[src/rtl/oc_pkg.sv]
`timescale 1ns/1ps
package oc_pkg;
  typedef enum logic [2:0] {
    OCM_OFF      = 3'b000,
    OCM_SHOT_LO  = 3'b001,
    OCM_SHOT_HI  = 3'b010,
    OCM_TOGGLE   = 3'b011,
    OCM_DLY_SHOT = 3'b100,
    OCM_PULSE    = 3'b101,
    OCM_PWM      = 3'b110,
    OCM_PWM_FLT  = 3'b111
  } oc_mode_e;

  localparam int NREF = 3;
  localparam int REF_A    = 0;
  localparam int REF_B    = 1;
  localparam int REF_DUTY = 2;
endpackage

[src/rtl/oc_match.sv]
`timescale 1ns/1ps
module oc_match #(
  parameter int CW   = 16,
  parameter int NCMP = 3
) (
  input  logic [CW-1:0]            cnt,
  input  logic [NCMP-1:0][CW-1:0]  refs,
  output logic [NCMP-1:0]          hit
);
  for (genvar i = 0; i < NCMP; i++) begin : g_cmp
    assign hit[i] = (cnt == refs[i]);
  end
endmodule

[src/rtl/oc_duty_reg.sv]
`timescale 1ns/1ps
module oc_duty_reg #(
  parameter int CW = 16
) (
  input  logic          clk,
  input  logic          rst,
  input  logic          load_init,
  input  logic [CW-1:0] init_val,
  input  logic          upd,
  input  logic [CW-1:0] upd_val,
  output logic [CW-1:0] duty
);
  always_ff @(posedge clk) begin
    if (rst)            duty <= '0;
    else if (load_init) duty <= init_val;
    else if (upd)       duty <= upd_val;
  end
endmodule

[src/rtl/oc_fault.sv]
`timescale 1ns/1ps
module oc_fault (
  input  logic clk,
  input  logic rst,
  input  logic en,
  input  logic clr,
  input  logic fault_n,
  output logic trip,
  output logic tripped
);
  logic prev_q;

  assign trip = en & prev_q & ~fault_n & ~tripped;

  always_ff @(posedge clk) begin
    if (rst) begin
      prev_q  <= 1'b0;
      tripped <= 1'b0;
    end else begin
      prev_q <= fault_n;
      if (clr)       tripped <= 1'b0;
      else if (trip) tripped <= 1'b1;
    end
  end
endmodule

[src/rtl/ocmp_channel.sv]
`timescale 1ns/1ps
module ocmp_channel #(
  parameter int CW = 16
) (
  input  logic          clk,
  input  logic          rst,
  input  logic [CW-1:0] tmr_cnt,
  input  logic          tmr_wrap,
  input  logic [CW-1:0] cmp_a,
  input  logic [CW-1:0] cmp_b,
  input  logic          gp_level,
  input  logic          fault_n,
  input  logic [2:0]    mode_sel,
  input  logic          mode_wr,
  output logic          pin_out,
  output logic          irq_pulse
);
  import oc_pkg::*;

  oc_mode_e                  mode_q;
  logic                      done_q;
  logic [CW-1:0]             duty;
  logic [NREF-1:0][CW-1:0]   refs;
  logic [NREF-1:0]           hit;
  logic                      fault_trip;
  logic                      fault_tripped;
  logic                      pwm_mode;

  assign pwm_mode        = (mode_q == OCM_PWM) || (mode_q == OCM_PWM_FLT);
  assign refs[REF_A]     = cmp_a;
  assign refs[REF_B]     = cmp_b;
  assign refs[REF_DUTY]  = duty;

  oc_match #(.CW(CW), .NCMP(NREF)) u_match (
    .cnt (tmr_cnt),
    .refs(refs),
    .hit (hit)
  );

  oc_duty_reg #(.CW(CW)) u_duty (
    .clk      (clk),
    .rst      (rst),
    .load_init(mode_wr),
    .init_val (cmp_a),
    .upd      (tmr_wrap & pwm_mode),
    .upd_val  (cmp_b),
    .duty     (duty)
  );

  oc_fault u_fault (
    .clk    (clk),
    .rst    (rst),
    .en     (mode_q == OCM_PWM_FLT),
    .clr    (mode_wr),
    .fault_n(fault_n),
    .trip   (fault_trip),
    .tripped(fault_tripped)
  );

  always_ff @(posedge clk) begin
    if (rst) begin
      mode_q    <= OCM_OFF;
      pin_out   <= 1'b0;
      irq_pulse <= 1'b0;
      done_q    <= 1'b0;
    end else begin
      irq_pulse <= 1'b0;
      if (mode_wr) begin
        mode_q <= oc_mode_e'(mode_sel);
        done_q <= 1'b0;
        case (oc_mode_e'(mode_sel))
          OCM_OFF:               pin_out <= gp_level;
          OCM_SHOT_HI:           pin_out <= 1'b1;
          OCM_TOGGLE:            pin_out <= pin_out;
          OCM_PWM, OCM_PWM_FLT:  pin_out <= (cmp_a != '0);
          default:               pin_out <= 1'b0;
        endcase
      end else begin
        case (mode_q)
          OCM_OFF: pin_out <= gp_level;
          OCM_SHOT_LO, OCM_SHOT_HI: begin
            if (!done_q && hit[REF_A]) begin
              pin_out   <= (mode_q == OCM_SHOT_LO);
              irq_pulse <= 1'b1;
              done_q    <= 1'b1;
            end
          end
          OCM_TOGGLE: begin
            if (hit[REF_A]) begin
              pin_out   <= ~pin_out;
              irq_pulse <= 1'b1;
            end
          end
          OCM_DLY_SHOT, OCM_PULSE: begin
            if (!done_q) begin
              if (!pin_out && hit[REF_A]) begin
                pin_out <= 1'b1;
              end else if (pin_out && hit[REF_B]) begin
                pin_out   <= 1'b0;
                irq_pulse <= 1'b1;
                done_q    <= (mode_q == OCM_DLY_SHOT);
              end
            end
          end
          default: begin
            if (mode_q == OCM_PWM_FLT && (fault_tripped || fault_trip)) begin
              pin_out   <= 1'b0;
              irq_pulse <= fault_trip;
            end else if (tmr_wrap) begin
              pin_out <= (cmp_b != '0);
            end else if (hit[REF_DUTY]) begin
              pin_out <= 1'b0;
            end
          end
        endcase
      end
    end
  end
endmodule

[config.mk]
export PLATFORM = sky130hd
export DESIGN_NAME = ocmp_channel
export DESIGN_NICKNAME = d
export VERILOG_FILES = /design/src/rtl/oc_pkg.sv /design/src/rtl/oc_match.sv /design/src/rtl/oc_duty_reg.sv /design/src/rtl/oc_fault.sv /design/src/rtl/ocmp_channel.sv
export SDC_FILE = /design/constraint.sdc
export NUM_CORES = 1
export LEC_CHECK = 0
export ABC_CLOCK_PERIOD_IN_PS = 3100
export BUFFER_PORTS_ARGS = -buffer_cell sky130_fd_sc_hd__buf_4
export CORE_UTILIZATION = 45
export DETAILED_ROUTE_END_ITERATION = 16
export HOLD_SLACK_MARGIN = 0.06
export PLACE_DENSITY_LB_ADDON = 0.12
export SLEW_MARGIN = 20
export SYNTH_ARGS = -nofsm -noshare
export SYNTH_HDL_FRONTEND = slang
export SYNTH_SLANG_ARGS = --single-unit
export TNS_END_PERCENT = 20
[constraint.sdc]
create_clock -name clk -period 3.1 [get_ports clk]
set_input_delay 0.465 -clock clk [delete_from_list [all_inputs] [get_ports clk]]
set_output_delay 0.465 -clock clk [all_outputs]
set_load 0.01 [all_outputs]
---- Yosys cells after proc, flatten, opt, wreduce, memory -nomap -nowiden ----
Cells that the tools add are included.
word-level totals
  input port bits ......................... 57
  output and inout bits ................... 2
  word-level logic and storage cells ...... 80
  flip-flop bits (word level) ............. 24
cells by class
  reductions and logical operators ........ 21
  eq/ne operators ......................... 20
  multiplexer cells ....................... 25
  bitwise logic cells ..................... 7
operators with widths
  kind                                                  number
  equality test 16 bit                                  3
  2-to-1 mux 16 bit                                     2
  nonzero test 16 bit                                   2
  2-to-1 mux 1 bit                                      19
  equality test 3 bit (second input constant)           6
  equality test 3 x 2 -> 1 bit (second input constant)  4
  one-hot mux 1 bit (4 select lines)                    3
  inequality test 3 bit (second input constant)         3
  nonzero test 8 bit                                    1
  OR reduction 2 bit                                    4
  zero test 3 bit                                       2
  AND reduction 6 bit                                   1
  AND 1 bit                                             4
  logical AND 1 bit                                     4
  inequality test 2 bit (second input constant)         2
  inequality test 4 bit (second input constant)         1
  nonzero test 2 bit                                    2
  equality test 3 x 1 -> 1 bit (second input constant)  1
  inverter 1 bit                                        3
  zero test 1 bit                                       2
  logical OR 1 bit                                      2
  one-hot mux 1 bit (2 select lines)                    1
  AND reduction 2 bit                                   1

---- Depth between registers and ports, before layout ----
  depth after elaboration ................. 9
  gate-level depth with buffers ........... 7
  depth with buffers taken out ............ 7

---- Cells and area by module ----
Synthesis repeated with hierarchy kept, for this count alone.
second synthesis, totals
  cell total of the unflattened synthesis .. 204
  area total of the unflattened synthesis .. 1,930.6 um2
modules (own cells, without submodules)
  module        sequential area each (um2)  area each (um2)  cells each  times used
  oc_duty_reg   320.3                       805.8            71          1
  oc_match      0.0                         526.8            63          1
  ocmp_channel  120.1                       511.7            63          1
  oc_fault      40.0                        86.3             7           1

---- Least setup slack after synthesis ----
Ideal clock, no wire load.
  kind .................................... input port to flip-flop
  start ................................... in tmr_cnt[8]
  end ..................................... reg pin_out
  buffers on the path ..................... 0
  arrival ................................. 1,541 ps
  data required time ...................... 2,977 ps
  slack ................................... 1,435 ps
  setup time .............................. 123 ps
  cell stages on the path ................. 7
  cells stage by stage .................... xnor2_1 > nand4_1 > nor4_4 > nor3_1 > nor3_1 > o211ai_1 > mux2i_1
between the ends
  word-level cells in the longest chain between the ends .. 6
  elaborated cells between the ends (all ways) .. 15
  those cells by class .................... eq/ne (6); mux (4); reduce/logical (5)
ends and longest elaborated chain
  item                                line                source
  start, declared                     ocmp_channel.sv:7   input logic [CW-1:0] tmr_cnt,
  equality test 16 bit                oc_match.sv:11      assign hit[i] = (cnt == refs[i]);
  logical AND 1 bit                   ocmp_channel.sv:96  if (!pin_out && hit[REF_A]) begin
  2-to-1 mux 1 bit                    ocmp_channel.sv:96
  2-to-1 mux 1 bit                    ocmp_channel.sv:95  if (!done_q) begin
  one-hot mux 1 bit (4 select lines)  ocmp_channel.sv:79  case (mode_q)
  2-to-1 mux 1 bit                    ocmp_channel.sv:68  if (mode_wr) begin
  end signal, assigned                ocmp_channel.sv:72  OCM_OFF: pin_out <= gp_level;
  end signal, assigned                ocmp_channel.sv:80  OCM_OFF: pin_out <= gp_level;
  end signal, assigned                ocmp_channel.sv:83  pin_out <= (mode_q == OCM_SHOT_LO);
  end, declared                       ocmp_channel.sv:15  output logic pin_out,
Several ways; a longest one is shown, not always the timed one. The select of a mux whose other input is x is not followed.
A chain may end at the register's enable or synchronous reset.

---- Worst setup path in the final report ----
  start ................................... in tmr_cnt[12]
  end ..................................... reg done_q
between the ends
  word-level cells in the longest chain between the ends .. 6
  elaborated cells between the ends (all ways) .. 11
  those cells by class .................... eq/ne (3); mux (4); reduce/logical (4)
ends and longest elaborated chain
  item                                line                 source
  equality test 16 bit                oc_match.sv:11
  logical AND 1 bit                   ocmp_channel.sv:98   end else if (pin_out && hit[REF_B]) begin
  2-to-1 mux 1 bit                    ocmp_channel.sv:98
  2-to-1 mux 1 bit                    ocmp_channel.sv:96
  2-to-1 mux 1 bit                    ocmp_channel.sv:95
  one-hot mux 1 bit (2 select lines)  ocmp_channel.sv:79
  end signal, assigned                ocmp_channel.sv:101  done_q <= (mode_q == OCM_DLY_SHOT);
  end, declared                       ocmp_channel.sv:21   logic done_q;
Several ways; a longest one is shown, not always the timed one.

==> metrics.yaml <==
clock_latency_ns: 0.27
yosysSeqAreaShare_pct: 26.7
max_freq_mhz: 554
power_per_cell_area_mw_per_mm2: 377
status: "completed"
dieArea_mm2: 0.00425
grt_first_pass_wirelength_mm: 7.89
cpMaxStageDelayCell: "nor4_4"
synth.net_count: 268
num_io_pins: 59
antenna_found_initial: 0
grt_pass1_vias: 1645
drc: 0
firstDrtPassIters: 4
rows: 22
hold_viol_final: 0
ys_seq_elements: 24
core-area_mm2: 0.00374
post-route-min-period_ns: 1.81
synth_top_family_by_area: "XOR/XNOR gates"
power.leakage_nw: 0.904
port_buffers: 58
synth_xor_area_share_pct: 23.4
start_util_pct: 48.0
syn_area_mm2: 0.00180
crit_path_max_fanout: 4
syn_inst: 211
yosys.area_share.simple_pct: 21.0
ctsResizeCount: 0
hpwlAfterDp_mm: 3.68
crit_family: "simple AND/OR/NAND/NOR gates"
cts_tree: "built"
maxCapViolations: 0
setup_viol: 0
syn_to_final_growth_pct: 28.8
rsz0062_at_grt: "no"
clock_path_buffers: 2
grt_max_degree: 33
fin_crit_sh_pct: 58.3
crit_path_start_kind: "primary input"
path_buf_inv: 1
vias: 1695
htree_num_levels: 1
slew_viol_final: 0
required_ns: 3.32
worstMarginPinSlew_ns: 0.626
drive_gt1_share_pct: 24.4
wl_per_cell_um: 15.5
diodes: 0
finalSetupTns_ns: 0
gp_congestion: 0.815
cts.reportedPaths.clkPinSlew_ns: 0.09
path_cells: "buf_4 > xnor2_1 > nand4_1 > nor4_4 > nor2b_1 > a21oi_1 > nor2_1 > o31a_1"
wl_mm: 4.80
muxShareOfSynthArea_pct: 11.1
slowest_delay_ns: 0.36
peakVddDrop_v: 0.000428
cp.arrival_ns: 2.03
cts_buffers: 3
post_cts_buffers: 0
ys_types: 36
fin_cells: 310
antenna_left: 0
synth-compound-area-share_pct: 13.2
worst_clock_skew_ns: 0.00255
cts.sinks: 24
fin_nets: 320
clockRootBuffer: "clkbuf_8"
dp_cells: 306
grt_overflow: 0
drt_iter0_drc: 75
yosysWarnings: 0
fill_cells: 367
max_slew_margin_pct: 58.2
synthAdderAreaFrac_pct: 0.557
holdCritPathClass: "in -> reg"
path_class: "in -> reg"
vias_per_cell: 5.47
post_synth.cell_area_avg_um2: 8.52
cp-end-kind: "flip-flop"
die_h_um: 65.2
grt_use_total_pct: 24.5
hold_buffers: 0
die_w_um: 65.2
==> power breakdown <==
group / internal (mW) / switching [mW] / leakage (nW)
Clock: 0.173 / 0.109 / 0.0357
Sequential: 0.329 / 0.0205 / 0.199
Combinational: 0.129 / 0.112 / 0.669
Total: 0.631 / 0.241 / 0.904
==> state kept, by name, indices dropped and copies added, names as in the netlist <==
name / count
u_duty.duty: 16
mode_q: 3
done_q: 1
irq_pulse: 1
pin_out: 1
u_fault.prev_q: 1
u_fault.tripped: 1
==> layout make-up <==
class,instances,area [µm²],area share [%]
repair buffers,58,435,18.8
multi-input cells,170,1250,53.8
inverters,6,22.5,0.972
well taps,48,60.1,2.59
flip-flops and latches,24,480,20.7
clock buffers,3,41.3,1.78
clock inverters,1,30.0,1.30
==> cells in the mapped netlist <==
cell,instances,area (µm²)
and3_1,1,6.26
a21boi_0,1,7.51
xnor2_1,48,420
a221o_1,1,10.0
nand2b_1,2,12.5
nand2_1,2,7.51
o21ai_0,4,20.0
buf_4,1,7.51
nor3b_1,1,7.51
o22ai_1,1,6.26
a32oi_1,1,8.76
and4b_1,1,10.0
a211oi_1,17,128
nor3_1,3,15.0
nor2_1,26,97.6
o31a_1,1,8.76
a21oi_1,3,15.0
o211ai_1,1,7.51
inv_1,6,22.5
nand4_1,15,93.8
nor4_1,8,50.1
buf_1,1,3.75
o41ai_1,1,8.76
maj3_1,1,10.0
dfxtp_1,24,480
o32ai_1,1,8.76
nand3_1,1,5.00
nor4_4,1,21.3
a31o_2,1,8.76
nor2b_1,4,25.0
nor4b_1,1,8.76
mux2i_1,20,200
clkbuf_1,6,22.5
nand4b_1,1,8.76
and3b_1,1,8.76
buf_2,3,15.0
==> layer usage <==
metal	track usage [%]	vias to the layer above	wire, µm
met5	0	-	0
met4	7.34	0	68
met3	4.17	6	257
met2	40.6	51	2300
met1	32.2	765	2180
li1	-	873	-
==> per-stage QoR <==
step,hold slack [ns],setup WS (ns),power [mW],area [µm²],util [%]
after global placement,0.465,1.04,0.595,2240,60.0
after detailed placement,0.475,1.01,0.596,2240,60.0
after floorplan,0.445,1.44,0.485,1800,-
after global routing,0.428,1.12,0.917,2320,61.9
after CTS,0.407,1.30,0.877,2320,61.9
final,0.411,1.29,0.872,2320,61.9
==> worst paths after layout <==
path	start	endpoint	slack [ns]	depth (start not counted)
max reg2reg	u_duty.duty[2]$_SDFFE_PP0P_	pin_out$_SDFFE_PP0P_	1.41	7
min reg2reg	u_fault.tripped$_SDFFE_PP0P_	u_fault.tripped$_SDFFE_PP0P_	0.48	2
min	fault_n	u_fault.prev_q$_SDFF_PP0_	0.41	2
max	tmr_cnt[12]	done_q$_SDFFE_PP0P_	1.29	8
==> kinds of logic (layout without fill, tap and decap cells) <==
family          count (synthesis)  in the layout
fa+ha+maj                       1              1
xor+xnor                       48             48
mux                            20             20
flops                          24             24
compound gates                 33             33
simple gates                   68             68
buf+inv                        17             68
==> cells in the final DEF, fill, tap and decap left out, types with 2 or more instances in the layout <==
cell      count
a211oi_1     17
a21oi_1       3
buf_4        58
clkbuf_8      3
dfxtp_1      24
inv_1         6
mux2i_1      20
nand2_1       2
nand2b_1      2
nand4_1      15
nor2_1       26
nor2b_1       4
nor3_1        3
nor4_1        8
o21ai_0       4
xnor2_1      48
(Power assumes the default switching activity.)
